File: src/rtl/lbc_pkg.sv
package lbc_pkg;
  localparam int unsigned PHASE_W = 3;
  localparam int unsigned SYNC_W  = 3;

  typedef enum logic [PHASE_W-1:0] {
    PH_IDLE    = 3'b000,
    PH_L1      = 3'b001,
    PH_PROT    = 3'b011,
    PH_CM      = 3'b010,
    PH_NEG     = 3'b110,
    PH_RUN     = 3'b111,
    PH_PASSIVE = 3'b101
  } phase_e;

  // receiver sub-state codes
  localparam logic [SYNC_W-1:0] SY_ACQ1   = 3'b000;
  localparam logic [SYNC_W-1:0] SY_ACQ2   = 3'b001;
  localparam logic [SYNC_W-1:0] SY_SYNC1  = 3'b011;
  localparam logic [SYNC_W-1:0] SY_SYNC2  = 3'b010;
  localparam logic [SYNC_W-1:0] SY_LOCKED = 3'b110;
endpackage

File: src/rtl/lbc_sync_track.sv
module lbc_sync_track
  import lbc_pkg::*;
#(
  parameter int unsigned W = SYNC_W
) (
  input  logic         clk,
  input  logic         rst,
  input  logic [W-1:0] sync_i,
  output logic         locked_o,
  output logic [W-1:0] sync_o
);
  // Lock is judged on the live code so that the phase machine reacts
  // in the same cycle the receiver reports it.
  assign locked_o = (sync_i == W'(SY_LOCKED));

  always_ff @(posedge clk) begin
    if (rst) sync_o <= '0;
    else     sync_o <= sync_i;
  end

  p_mirror_r8: assert property (@(posedge clk) disable iff (rst)
    1'b1 |=> (sync_o == $past(sync_i)));
endmodule

File: src/rtl/lbc_rate_gate.sv
module lbc_rate_gate #(
  parameter bit AUTO_RATE = 1'b1
) (
  input  logic clk,
  input  logic rst,
  input  logic rate_i,
  output logic rate_eff_o,
  output logic stat_o
);
  generate
    if (AUTO_RATE) begin : g_handshake
      assign rate_eff_o = rate_i;
    end else begin : g_tied
      assign rate_eff_o = 1'b1;
    end
  endgenerate

  always_ff @(posedge clk) begin
    if (rst) stat_o <= 1'b0;
    else     stat_o <= rate_eff_o;
  end

  generate
    if (!AUTO_RATE) begin : g_tied_chk
      p_tied_r4: assert property (@(posedge clk) disable iff (rst)
        1'b1 |=> stat_o);
    end
  endgenerate
endmodule

File: src/rtl/lbc_phase_fsm.sv
module lbc_phase_fsm
  import lbc_pkg::*;
(
  input  logic   clk,
  input  logic   rst,
  input  logic   enable_i,
  input  logic   locked_i,
  input  logic   rate_eff_i,
  input  logic   proto_done_i,
  input  logic   cm_done_i,
  input  logic   nego_done_i,
  input  logic   active_i,
  output phase_e phase_o
);
  phase_e nxt;

  always_comb begin
    nxt = phase_o;
    unique case (phase_o)
      PH_IDLE: if (enable_i) nxt = PH_L1;
      PH_L1:   if (locked_i && rate_eff_i) nxt = PH_PROT;
      PH_PROT: if (!locked_i) nxt = PH_L1;
               else if (proto_done_i) nxt = PH_CM;
      PH_CM:   if (!locked_i) nxt = PH_L1;
               else if (cm_done_i) nxt = PH_NEG;
      PH_NEG:  if (!locked_i) nxt = PH_L1;
               else if (nego_done_i) nxt = active_i ? PH_RUN : PH_PASSIVE;
      PH_RUN, PH_PASSIVE: if (!locked_i) nxt = PH_L1;
      default: nxt = PH_IDLE;
    endcase
  end

  always_ff @(posedge clk) begin
    if (rst) phase_o <= PH_IDLE;
    else     phase_o <= nxt;
  end

  p_legal_r10: assert property (@(posedge clk) disable iff (rst)
    phase_o inside {PH_IDLE, PH_L1, PH_PROT, PH_CM, PH_NEG, PH_RUN, PH_PASSIVE});

  p_idle_hold_r2: assert property (@(posedge clk) disable iff (rst)
    (phase_o == PH_IDLE && !enable_i) |=> phase_o == PH_IDLE);

  p_idle_go_r2: assert property (@(posedge clk) disable iff (rst)
    (phase_o == PH_IDLE && enable_i) |=> phase_o == PH_L1);

  p_l1_exits_r3: assert property (@(posedge clk) disable iff (rst)
    (phase_o == PH_L1) |=> (phase_o == PH_L1 || phase_o == PH_PROT));

  p_l1_gate_r3: assert property (@(posedge clk) disable iff (rst)
    (phase_o == PH_L1 && !(locked_i && rate_eff_i)) |=> phase_o == PH_L1);

  p_drop_r7: assert property (@(posedge clk) disable iff (rst)
    (phase_o != PH_IDLE && phase_o != PH_L1 && !locked_i) |=> phase_o == PH_L1);

  p_split_r6: assert property (@(posedge clk) disable iff (rst)
    (phase_o == PH_NEG && locked_i && nego_done_i) |=>
      (phase_o == PH_RUN || phase_o == PH_PASSIVE));

  p_final_hold_r11: assert property (@(posedge clk) disable iff (rst)
    ((phase_o == PH_RUN || phase_o == PH_PASSIVE) && locked_i) |=> $stable(phase_o));
endmodule

File: src/rtl/link_bringup_ctrl.sv
module link_bringup_ctrl
  import lbc_pkg::*;
#(
  parameter bit AUTO_RATE = 1'b1
) (
  input  logic              clk,
  input  logic              rst,
  input  logic              enable_i,
  input  logic [SYNC_W-1:0] sync_code_i,
  input  logic              rate_done_i,
  input  logic              proto_done_i,
  input  logic              cm_done_i,
  input  logic              nego_done_i,
  input  logic              active_i,
  output logic [PHASE_W-1:0] phase_o,
  output logic [SYNC_W-1:0] sync_code_o,
  output logic              rate_stat_o
);
  logic   locked;
  logic   rate_eff;
  phase_e phase;

  lbc_sync_track #(.W(SYNC_W)) u_sync (
    .clk(clk), .rst(rst), .sync_i(sync_code_i),
    .locked_o(locked), .sync_o(sync_code_o)
  );

  lbc_rate_gate #(.AUTO_RATE(AUTO_RATE)) u_rate (
    .clk(clk), .rst(rst), .rate_i(rate_done_i),
    .rate_eff_o(rate_eff), .stat_o(rate_stat_o)
  );

  lbc_phase_fsm u_fsm (
    .clk(clk), .rst(rst), .enable_i(enable_i), .locked_i(locked),
    .rate_eff_i(rate_eff), .proto_done_i(proto_done_i),
    .cm_done_i(cm_done_i), .nego_done_i(nego_done_i),
    .active_i(active_i), .phase_o(phase)
  );

  assign phase_o = phase;
endmodule

File: config.mk
export PLATFORM = sky130hd
export DESIGN_NAME = link_bringup_ctrl
export DESIGN_NICKNAME = d
export VERILOG_FILES = /design/src/rtl/lbc_pkg.sv /design/src/rtl/lbc_sync_track.sv /design/src/rtl/lbc_rate_gate.sv /design/src/rtl/lbc_phase_fsm.sv /design/src/rtl/link_bringup_ctrl.sv
export SDC_FILE = /design/constraint.sdc
export NUM_CORES = 1
export LEC_CHECK = 0
export ABC_AREA = 1
export BUFFER_PORTS_ARGS = -buffer_cell sky130_fd_sc_hd__buf_2
export CAP_MARGIN = 20
export CORE_AREA = 2 2 39 41
export CTS_CLUSTER_DIAMETER = 80
export CTS_CLUSTER_SIZE = 28
export DETAILED_ROUTE_END_ITERATION = 16
export DIE_AREA = 0 0 41 43
export SETUP_SLACK_MARGIN = 0.2
export SLEW_MARGIN = 20
export SYNTH_ARGS = -nofsm -noshare
export SYNTH_HDL_FRONTEND = slang
export SYNTH_HIERARCHICAL = 1
export SYNTH_SLANG_ARGS = --single-unit
File: constraint.sdc
create_clock -name clk -period 1.3 [get_ports clk]
set_input_delay 0.065 -clock clk [delete_from_list [all_inputs] [get_ports clk]]
set_output_delay 0.065 -clock clk [all_outputs]
set_load 0.005 [all_outputs]
==> results of run 1 <==
## per-layer routing
layer	up-vias	GRT usage [%]	share of wire, %
met5	-	0	0
met4	0	10.0	0
met3	0	1.57	4.9
met2	12	19.4	55
met1	202	13.5	40
li1	225	-	-
## kinds of logic after synthesis
kind of cell	Yosys count
buf+inv	11
compound gates	3
flops	7
simple gates	38
## critical path: cells and delay by family (launching register included)
kind / cells / cell delay, ns
AOI/OAI and AO/OA: 1 / 0.13
buffers and inverters: 1 / 0.05
DFF: 1 / 0.40
and+or+nand+nor: 5 / 0.44
## power groups by stage
stage               logic (mW)  registers, mW  clock network (mW)
global placement         0.347          0.327                   0
CTS                      0.414          0.338               0.212
floorplan                0.229          0.326                   0
global route             0.528          0.361               0.221
detailed placement       0.351          0.329                   0
finish                   0.479          0.351               0.199
## cells in the final DEF, fill, tap and decap left out, types with 3 or more instances in the layout
cell	n
nor2_1	10
dfxtp_1	4
inv_1	8
clkbuf_4	3
nand2_1	11
nand3_2	3
nor2_2	5
nor2_4	3
nand2_2	3
buf_4	4
buf_2	17
## final cells by class
class	instances	share of cell area, %
Multi-Input combinational cell	41	40.6
Sequential cell	7	25.4
Timing Repair Buffer	21	19.7
Inverter	10	6.41
Clock buffer	4	4.49
Tap cell	16	3.42
## path summary, 6_finish.rpt
path | startpoint | endpoint | slack (ns) | cells past startpoint
setup / recovery | u_fsm/phase_o[0]$_SDFFE_PP0P_ | u_fsm/phase_o[2]$_SDFFE_PP0P_ | 0.18 | 7
hold / removal | sync_code_i[2] | u_sync/sync_o[2]$_SDFF_PP0_ | 0.03 | 3
setup reg to reg | u_fsm/phase_o[0]$_SDFFE_PP0P_ | u_fsm/phase_o[2]$_SDFFE_PP0P_ | 0.18 | 7
hold reg to reg | u_fsm/phase_o[1]$_SDFFE_PP0P_ | u_fsm/phase_o[1]$_SDFFE_PP0P_ | 0.60 | 4
## cells in the mapped netlist
cell type	count	share of area, %
nand2_1	14	14
nor2_1	11	11
inv_1	10	10
dfxtp_1	7	37
nor2_2	7	12
nand3_1	4	5.3
a21oi_1	1	1.3
buf_4	1	2.0
nand2_4	1	3.0
nor3_1	1	1.3
o21ai_0	1	1.3
o22ai_1	1	1.7
## flip-flops by register name, indices dropped and copies added (netlist names)
name / cells
u_fsm/phase_o: 3
u_sync/sync_o: 3
u_rate/stat_o: 1
## per-stage QoR
step / cell area (um^2) / power [mW] / hold WS, ns
2_1_floorplan: 377 / 0.555 / 0.132
3_3_place_gp: 482 / 0.674 / 0.285
3_5_place_dp: 482 / 0.680 / 0.290
4_1_cts: 541 / 0.964 / 0.0228
5_1_grt: 586 / 1.11 / 0.0440
6_report: 586 / 1.03 / 0.0283
## what timing repair did
action,in CTS,in global routing
gates resized for setup,9,10
pin swaps,3,6
hold buffers,0,0
buffers inserted,2,1
setup endpoints to repair,3,3
==> results.json, run 1 <==
{
  "status": "complete, no violations",
  "layout_setup_ws_ns": 0.185,
  "slew_headroom_pct": 81.5,
  "grt_pass1_vias": 373,
  "synth_compound_area_share_pct": 4.33,
  "antenna_found_initial": 0,
  "core_um2": 1380,
  "yosys.area_share.xor_xnor_pct": 0,
  "clk_pin_slew_ns": 0.05,
  "grtUsageTotal_pct": 12.3,
  "dpl_worst_slack_ns": 0.0928,
  "cts_tree": "done",
  "clockRootBuffer": "clkbuf_4",
  "wl_per_cell_um": 10.1,
  "synth_area_per_cell_um2": 6.36,
  "p_sw_mw": 0.421,
  "crit_type": "flop to flop",
  "ios": 18,
  "synth_area_um2": 375,
  "viasPerCell": 4.43,
  "pwr_density_cell_nw_per_um2": 1760,
  "drcViolationCount": 0,
  "grt_max_degree": 8,
  "finalCritPeriodShare_pct": 85.8,
  "synth_adder_area_share_pct": 0,
  "muxShareOfSynthArea_pct": 0,
  "gp_congestion": 0.663,
  "critPathMaxStageDelay_ns": 0.40,
  "yosys.cell_types.count": 12,
  "finalHoldViolCount": 0,
  "dp.cells": 92,
  "drv_cap": 0,
  "initial_core_util_pct": 27.1,
  "p_seq_share_pct": 34.2,
  "seq_area_frac_synth_pct": 37.3,
  "area_growth_pct": 56.0,
  "ant_nets": 0,
  "swShare_pct": 41.0,
  "grt_overflow": 0,
  "multiInputGateArea_um2": 238,
  "syn-instance-count": 59,
  "comb_power_share_pct": 46.6,
  "yosys.area_share.simple_pct": 46.3,
  "cp_slowest_cell": "dfxtp_4",
  "fin_skew_ns": 0.000147,
  "fin_cells": 99,
  "fmax_mhz": 897,
  "hold_path_class": "input port to flop",
  "syn-num-nets": 70,
  "max-vdd-ir-drop_mv": 0.496,
  "die_x_um": 41,
  "maxSlewViolCount": 0,
  "fin_nets": 95,
  "portBuffers": 17,
  "clk_latency_ns": 0.25,
  "drtIter0Drc": 7,
  "final_util_pct": 42.3,
  "crit_path_end_kind": "flop",
  "layout.area.seq_um2": 149,
  "synth_warnings": 6,
  "fp.dieArea_um2": 1760,
  "pwr-share-clk_pct": 19.3,
  "path_common_cell": "nand3_2",
  "num_vias": 439,
  "fin_tns_setup_ns": 0,
  "setup_viol": 0,
  "dp_hpwl_um": 673,
  "cp-start-kind": "flop",
  "drive_gt1_share_pct": 55.4,
  "grt_pass1_wl_um": 1440,
  "p_leak_nw": 0.304,
  "crit_fanout": 7,
  "cp_cell_sequence": "nand3_2 > nand3_2 > nand2_2 > nor2_4 > nand2_4 > o21ai_2 > inv_1",
  "p_int_mw": 0.607,
  "post-route-min-period_ns": 1.12,
  "rsz0062_at_grt": "true",
  "cts_buffers": 3,
  "synth_top_family_by_area": "simple AND/OR/NAND/NOR gates",
  "clockBufferDepth": 2,
  "required_ns": 1.44,
  "dr.pass1.iters": 4,
  "wl_um": 998,
  "ys_ff_latch": 7,
  "worstPathArrival_ns": 1.26,
  "dieHeight_um": 43,
  "tightest_slew_ns": 0.275,
  "htree_levels": 1,
  "rows": 14,
  "cts_sinks": 7,
  "antenna_cells": 0,
  "fillers": 152
}
Power figures use the tool's default switching activity.
==> run 2, diff against run 1 <==
--- a/config.mk
+++ b/config.mk
@@ -13,6 +13,7 @@
 export CTS_CLUSTER_SIZE = 28
 export DETAILED_ROUTE_END_ITERATION = 16
 export DIE_AREA = 0 0 41 43
+export REMOVE_ABC_BUFFERS = 1
 export SETUP_SLACK_MARGIN = 0.2
 export SLEW_MARGIN = 20
 export SYNTH_ARGS = -nofsm -noshare
==> run 2 against run 1 <==
Compared with the run above:
- non-clock buffer count rose by 1
- clock power about the same
- largest power group unchanged
- register-to-register slack hardly changed
- wire length is 3.1% lower
- final area grew 2.4%
==> results.json, run 2 (synthesis gave the netlist of run 1 again) <==
{
  "status": "complete, no violations",
  "busiest_layer": "met2",
  "p_sw_mw": 0.426,
  "comb_power_share_pct": 47.6,
  "cp-start-kind": "flop",
  "fin_nets": 96,
  "antenna_cells": 0,
  "grt_max_degree": 8,
  "maxSlewViolCount": 0,
  "tightest_slew_ns": 0.173,
  "fmax_mhz": 899,
  "slew_headroom_pct": 88.4,
  "pwr_density_cell_nw_per_um2": 1750,
  "rows": 14,
  "max-vdd-ir-drop_mv": 0.482,
  "critPathMaxStageDelay_ns": 0.39,
  "worstPathArrival_ns": 1.25,
  "grt_use_met3_pct": 1.57,
  "finalCritPeriodShare_pct": 85.6,
  "post-route-min-period_ns": 1.11,
  "htree_levels": 1,
  "dp_hpwl_um": 680,
  "viasPerCell": 4.22,
  "portBuffers": 17,
  "wl_per_cell_um": 9.67,
  "drtIter0Drc": 7,
  "swShare_pct": 40.7,
  "core_um2": 1380,
  "final_cell_mix": "buf_2 (17), nand2_1 (10), inv_1 (8), nor2_1 (8), nor2_2 (6)",
  "cp_slowest_cell": "dfxtp_4",
  "clockRootBuffer": "clkbuf_4",
  "required_ns": 1.44,
  "drcViolationCount": 0,
  "drv_cap": 0,
  "die_x_um": 41,
  "dp.cells": 93,
  "grt_util_met1_pct": 12.3,
  "hold_path_class": "input port to flop",
  "ios": 18,
  "fin_tns_setup_ns": 0,
  "dieHeight_um": 43,
  "cts_buffers": 3,
  "cts_tree": "done",
  "finalHoldViolCount": 0,
  "setup_viol": 0,
  "drive_gt1_share_pct": 57.1,
  "fillers": 150,
  "fin_cells": 100,
  "fp.dieArea_um2": 1760,
  "grt_overflow": 0,
  "num_vias": 422,
  "crit_path_end_kind": "flop",
  "reg.largest.list": "u_fsm/phase_o: 3 flops, u_sync/sync_o: 3 flops, u_rate/stat_o: 1 flops",
  "grtUsageTotal_pct": 11.7,
  "clk_pin_slew_ns": 0.05,
  "crit_type": "flop to flop",
  "pwr-share-clk_pct": 18.7,
  "grt_pass1_wl_um": 1360,
  "dr.pass1.iters": 2,
  "cts_sinks": 7,
  "initial_core_util_pct": 27.1,
  "clockBufferDepth": 2,
  "ctsHoldBuffers": 0,
  "fin_skew_ns": 0.0000733,
  "area_growth_pct": 59.7,
  "grt_pass1_vias": 360,
  "cp_cell_sequence": "inv_4 > nor2_4 > nand2_2 > nor2_4 > nor2_4 > nand2_4 > nand2_2 > nand2_1 > nor2_1",
  "path_common_cell": "nor2_4",
  "p_leak_nw": 0.312,
  "grt.met2_usage_pct": 18.8,
  "p_seq_share_pct": 33.7,
  "antenna_found_initial": 0,
  "clk_latency_ns": 0.24,
  "wl_um": 967,
  "ant_nets": 0,
  "crit_fanout": 7,
  "p_int_mw": 0.622,
  "rsz0062_at_grt": "true",
  "final_common_cell": "buf_2",
  "gp_congestion": 0.738
}
==> run 2: worst paths after layout <==
path,start,to,slack (ns),depth (start not counted)
hold / removal,sync_code_i[1],u_sync/sync_o[1]$_SDFF_PP0_,0.03,3
hold reg to reg,u_fsm/phase_o[1]$_SDFFE_PP0P_,u_fsm/phase_o[1]$_SDFFE_PP0P_,0.61,4
setup reg to reg,u_fsm/phase_o[1]$_SDFFE_PP0P_,u_fsm/phase_o[1]$_SDFFE_PP0P_,0.19,9
setup / recovery,u_fsm/phase_o[1]$_SDFFE_PP0P_,u_fsm/phase_o[1]$_SDFFE_PP0P_,0.19,9
==> run 2: area by class of cell <==
type	instances	area, um^2	share of cell area, %
Tap cell	16	20.0	3.34
Sequential cell	7	149	24.8
Inverter	10	40.0	6.68
Timing Repair Buffer	22	123	20.5
Clock buffer	4	26.3	4.38
Multi-Input combinational cell	41	241	40.3
==> run 2: critical path, delay by kind of cell (launching register included) <==
family | cells | cell delay [ns]
buffers and inverters | 1 | 0.05
DFF | 1 | 0.39
and+or+nand+nor | 8 | 0.55
==> run 2: per-layer routing <==
| layer | wire (um) | part of all wire, % |
|---|---|---|
| met1 | 366 | 38 |
| met2 | 557 | 58 |
| met3 | 43 | 4.4 |
| met4 | 0 | 0 |
| met5 | 0 | 0 |
==> run 2: power by group through the flow <==
stage          clock network (mW)  logic (mW)  registers [mW]
2_1_floorplan                   0       0.227           0.323
3_3_place_gp                    0       0.360           0.320
3_5_place_dp                    0       0.353           0.321
4_1_cts                     0.207       0.422           0.338
5_1_grt                     0.215       0.562           0.362
6_report                    0.196       0.499           0.354
==> run 2: through the flow <==
| step | area (um^2) | setup slack (ns) | hold WS (ns) | utilization, % | power (mW) |
|---|---|---|---|---|---|
| floorplan | 368 | 0.192 | 0.132 | - | 0.549 |
| global placement | 488 | 0.0598 | 0.284 | 35.3 | 0.680 |
| detailed placement | 488 | 0.0707 | 0.290 | 35.3 | 0.673 |
| CTS | 547 | 0.179 | 0.0212 | 39.5 | 0.967 |
| global route | 599 | 0.106 | 0.0347 | 43.3 | 1.14 |
| finish | 599 | 0.187 | 0.0297 | 43.3 | 1.05 |
==> run 2: what timing repair did <==
| action | 4_1_cts | 5_1_grt |
|---|---|---|
| setup buffers | 2 | 1 |
| pin swaps | 3 | 4 |
| endpoints found under the setup margin | 3 | 3 |
| gates resized for setup | 10 | 13 |
